### src/rtl/acc_shift_unit.sv
module acc_shift_unit #(
  parameter int        IDX_W = 5,
  parameter logic [7:0] VERSION = 8'h10,
  parameter logic [7:0] SIGNATURE = 8'h51
) (
  input  logic             clk,
  input  logic             rst_n,
  input  logic             wr_en,
  input  logic             rd_en,
  input  logic [IDX_W-1:0] idx,
  input  logic [7:0]       wdata,
  output logic [7:0]       rdata
);
  localparam int W = 32;
  localparam int NBYTES = W / 8;
  localparam logic [IDX_W-1:0] IX_SHIFT = IDX_W'(NBYTES);
  localparam logic [IDX_W-1:0] IX_ROT   = IDX_W'(NBYTES + 1);
  localparam logic [IDX_W-1:0] IX_VER   = IDX_W'(5'h1E);
  localparam logic [IDX_W-1:0] IX_SIG   = IDX_W'(5'h1F);

  logic [W-1:0] acc;
  logic [7:0]   shift_code, rot_code;

  function automatic logic [W-1:0] apply(input logic [W-1:0] v, input logic [7:0] c, input logic rot);
    logic [4:0]     amt;
    logic [2*W-1:0] dbl, moved;
    amt = c[3] ? 5'd8 - {2'b0, c[2:0]} : {2'b0, c[2:0]};
    dbl = {v, v};
    if (c[3:0] == 4'd0) return v;
    if (c[3]) begin
      moved = dbl >> amt;
      return rot ? moved[W-1:0] : (v >> amt);
    end
    moved = dbl << amt;
    return rot ? moved[2*W-1:W] : (v << amt);
  endfunction

  wire wr_byte  = wr_en && (idx < IDX_W'(NBYTES));
  wire wr_shift = wr_en && (idx == IX_SHIFT);
  wire wr_rot   = wr_en && (idx == IX_ROT);

  always_ff @(posedge clk or negedge rst_n) begin
    if (!rst_n) begin
      acc        <= '0;
      shift_code <= '0;
      rot_code   <= '0;
    end else begin
      if (wr_byte) begin
        for (int k = 0; k < NBYTES; k++)
          if (idx == IDX_W'(k)) acc[8*k +: 8] <= wdata;
      end
      if (wr_shift) begin
        shift_code <= wdata;
        acc        <= apply(acc, wdata, 1'b0);
      end
      if (wr_rot) begin
        rot_code <= wdata;
        acc      <= apply(acc, wdata, 1'b1);
      end
    end
  end

  logic [7:0] rmux;
  always_comb begin
    rmux = 8'h00;
    for (int k = 0; k < NBYTES; k++)
      if (idx == IDX_W'(k)) rmux = acc[8*k +: 8];
    if (idx == IX_SHIFT) rmux = shift_code;
    if (idx == IX_ROT)   rmux = rot_code;
    if (idx == IX_VER)   rmux = VERSION;
    if (idx == IX_SIG)   rmux = SIGNATURE;
  end

  assign rdata = rd_en ? rmux : 8'h00;
endmodule

### config.mk
export PLATFORM = sky130hd
export DESIGN_NAME = acc_shift_unit
export DESIGN_NICKNAME = d
export VERILOG_FILES = /design/src/rtl/acc_shift_unit.sv
export SDC_FILE = /design/constraint.sdc
export NUM_CORES = 1
export LEC_CHECK = 0
export BUFFER_PORTS_ARGS = -buffer_cell sky130_fd_sc_hd__buf_4
export CORE_MARGIN = 3
export CORE_UTILIZATION = 50
export DETAILED_ROUTE_END_ITERATION = 16
export PLACE_DENSITY = 0.67
export RECOVER_POWER = 100
export SKIP_CTS_REPAIR_TIMING = 1
export SKIP_LAST_GASP = 1
export SLEW_MARGIN = 20
export SYNTH_ARGS = -nofsm -noshare
export SYNTH_HDL_FRONTEND = slang
export SYNTH_SLANG_ARGS = --single-unit
export TNS_END_PERCENT = 5
### constraint.sdc
create_clock -name clk -period 5.1 [get_ports clk]
set_input_delay 1.02 -clock clk [delete_from_list [all_inputs] [get_ports clk]]
set_output_delay 1.02 -clock clk [all_outputs]
set_load 0.005 [all_outputs]
==> flow_metrics.env <==
export IMPL_fillers=1029
export IMPL_power_w=0.00212
export IMPL_setup_viol=0
export IMPL_cp_arrival_ns=4.62
export IMPL_hold_viol_final=0
export IMPL_clock_latency_ns=0.31
export IMPL_end_kind="flip-flop"
export IMPL_synth_area_um2=5840
export IMPL_yosys_top_cells_count="mux2i_1 (102), nand2_1 (75), nor2_1 (59), dfrtp_1 (48), mux2_2 (46)"
export IMPL_cts_reportedPaths_clkPinSlew_ns=0.07
export IMPL_clk_path_buf_depth=2
export IMPL_tns_ns=0
export IMPL_seqCellArea_um2=1200
export IMPL_start_util_pct=52.5
export IMPL_grt_first_pass_wirelength_um=36800
export IMPL_yosysWarnings=0
export IMPL_cp_required_ns=5.35
export IMPL_dr_pass1_iters=6
export IMPL_viasPerCell=7.65
export IMPL_ir_worst_vdd_mv=0.192
export IMPL_row_count=38
export IMPL_synth_top_family_by_area="multiplexers"
export IMPL_power_density_nw_per_um2=341
export IMPL_yosys_cell_count_top_type="mux2i_1"
export IMPL_seq_area_frac_synth_pct=20.6
export IMPL_fp_dieH_um=114
export IMPL_max_freq_ghz=0.229
export IMPL_antennaDiodeCount=0
export IMPL_fp_coreArea_um2=11100
export IMPL_yosys_area_top_type="dfrtp_1"
export IMPL_status="finished with violations"
export IMPL_synth_seq_cells=48
export IMPL_fin_crit_ns=4.37
export IMPL_slew_headroom_pct=-105
export IMPL_ant_nets=0
export IMPL_grt_util_all_layers_pct=37.4
export IMPL_p_leak_nw=2.51
export IMPL_yosys_area_share_simple_pct=16.2
export IMPL_drt_iter0_drc=986
export IMPL_synth_top_flop_cell="dfrtp_1"
export IMPL_tightest_slew_ns=3.08
export IMPL_synth_area_leaders="dfrtp_1 (21%), mux2i_1 (17%), mux4_2 (9.3%)"
export IMPL_dp_hpwl_um=17100
export IMPL_synth_edf_count=0
export IMPL_critical_path_class="input port to flip-flop"
export IMPL_synth_mux_area_share_pct=35.6
export IMPL_numCtsBuffers=5
export IMPL_grt_pass1_vias=5801
export IMPL_yosys_cell_types_count=62
export IMPL_netlist_instances=663
export IMPL_synth_fa_ha_area_share_pct=0.214
export IMPL_h_tree_depth=2
export IMPL_rsz0062_at_grt="false"
export IMPL_grt_max_degree=49
export IMPL_synth_xor_area_share_pct=0.749
export IMPL_slew_viol_final=49
export IMPL_hold_class="flip-flop to flip-flop"
export IMPL_fp_dieW_um=114
export IMPL_syn_avg_cell_area_um2=8.81
export IMPL_portBuffers=24
export IMPL_drt_wl_total_um=24500
export IMPL_pin_count=25
export IMPL_multiInputGateArea_um2=4290
export IMPL_vias=6069
export IMPL_whs_ns=0.498
export IMPL_final_setup_skew_ns=0.00612
export IMPL_drive_above_1_share_pct=19.6
export IMPL_antenna_found_initial=0
export IMPL_crit_path_start_kind="input port"
export IMPL_synthToLayoutAreaGrowth_pct=6.10
export IMPL_drt_wirelength_per_cell_um=30.9
export IMPL_synthArstFlopShare_pct=100
export IMPL_drc=0
export IMPL_syn_num_nets=681
export IMPL_clock_sinks=48
export IMPL_violations="capacitance limit, slew limit"
export IMPL_cts_tree="built"
export IMPL_synth_compound_area_share_pct=20.6
export IMPL_grt_ovfl_total=0
export IMPL_place_congestion=1.03
export IMPL_nNetsFinal=670
export IMPL_synth_top_cell_area_share_pct=20.6
export IMPL_timing_final_crit_share_pct=85.7
export IMPL_critPathMaxFanout=24
export IMPL_root_buffer="clkbuf_16"
export IMPL_max_cap_violations=1
export IMPL_die_area_um2=13000
-- cell usage in the layout (no fill, tap or decap), types with 4 or more instances in the layout --
master       n
nand2b_1     5
o211ai_1     9
mux4_2      24
dfrtp_1     48
clkbuf_4     4
mux2_2      46
nor2_1      59
o221ai_1     7
nor2b_1      9
nor3_1      13
mux2i_1    101
a22oi_1      8
o211a_1      5
o2111ai_1    7
inv_1        6
clkbuf_16    5
a211oi_1    12
o22a_1      10
nand3_1     19
a31oi_1     15
o22ai_1      6
a21boi_0     4
o32a_1      10
o21ai_0     13
buf_4       33
a21oi_1     41
nand2_1     75
-- report_power, final --
part	switching, W	internal, W
Sequential	0.000229	0.000465
Combinational	0.000568	0.000440
Clock	0.000168	0.000246
Total	0.000964	0.00115
-- sequential cells by signal, indices dropped and copies added, names as in the netlist --
signal,count
rot_code,8
acc,32
shift_code,8
-- metrics by stage --
step | util, % | instances | worst slack, ns | cell area [um^2]
after global routing | 55.7 | 793 | 0.627 | 6200
after floorplan | - | 663 | 1.63 | 5840
after global placement | 54.4 | 785 | 0.973 | 6050
final | 55.7 | 793 | 0.727 | 6200
after CTS | 56.0 | 793 | 1.29 | 6230
after detailed placement | 54.4 | 785 | 0.982 | 6050
-- cell families after synthesis --
logic type               after synthesis
multiplexers                         172
flip-flops                            48
AO/OA/AOI/OAI                        169
buffers and inverters                 67
AND/OR/NAND/NOR                      204
XOR/XNOR                               2
adder cells (fa/ha/maj)                1
-- area by class of cell --
type | count | area share, %
clock buffer | 6 | 2.24
clock inverter | 2 | 0.626
inverter | 8 | 0.484
multi-input combinational | 548 | 69.2
sequential | 48 | 19.4
tap | 140 | 2.83
timing repair buffer | 41 | 5.25
-- worst max-delay path, cell delays in order --
cell,delay (ns)
clkbuf_1,0.44
nor3b_1,0.70
and2_0,0.80
nand2_1,0.79
a21oi_1,0.60
o32a_1,0.24
-- routing by layer --
metal | global-route usage (%) | part of all wire [%] | up-vias
li1 | - | - | 2515
met3 | 11.1 | 12 | 109
met2 | 55.2 | 43 | 486
met1 | 50.6 | 40 | 2959
met5 | 0 | 0 | -
met4 | 16.9 | 5.2 | 0
-- worst paths after layout --
path                                          from                   endpoint  slack (ns)  depth (start not counted)
max                                         idx[1]        acc[24]$_DFFE_PN0P_        0.73                          6
min                        rot_code[3]$_DFFE_PN0P_    rot_code[3]$_DFFE_PN0P_        0.50                          2
max reg2reg                    acc[29]$_DFFE_PN0P_         acc[3]$_DFFE_PN0P_        2.84                          6
min reg2reg                rot_code[3]$_DFFE_PN0P_    rot_code[3]$_DFFE_PN0P_        0.50                          2
max in group asynchronous                    rst_n  shift_code[2]$_DFFE_PN0P_        1.65                          1
min in group asynchronous                    rst_n         acc[7]$_DFFE_PN0P_        1.72                          1
No activity file was read; power rests on OpenSTA's default activity.
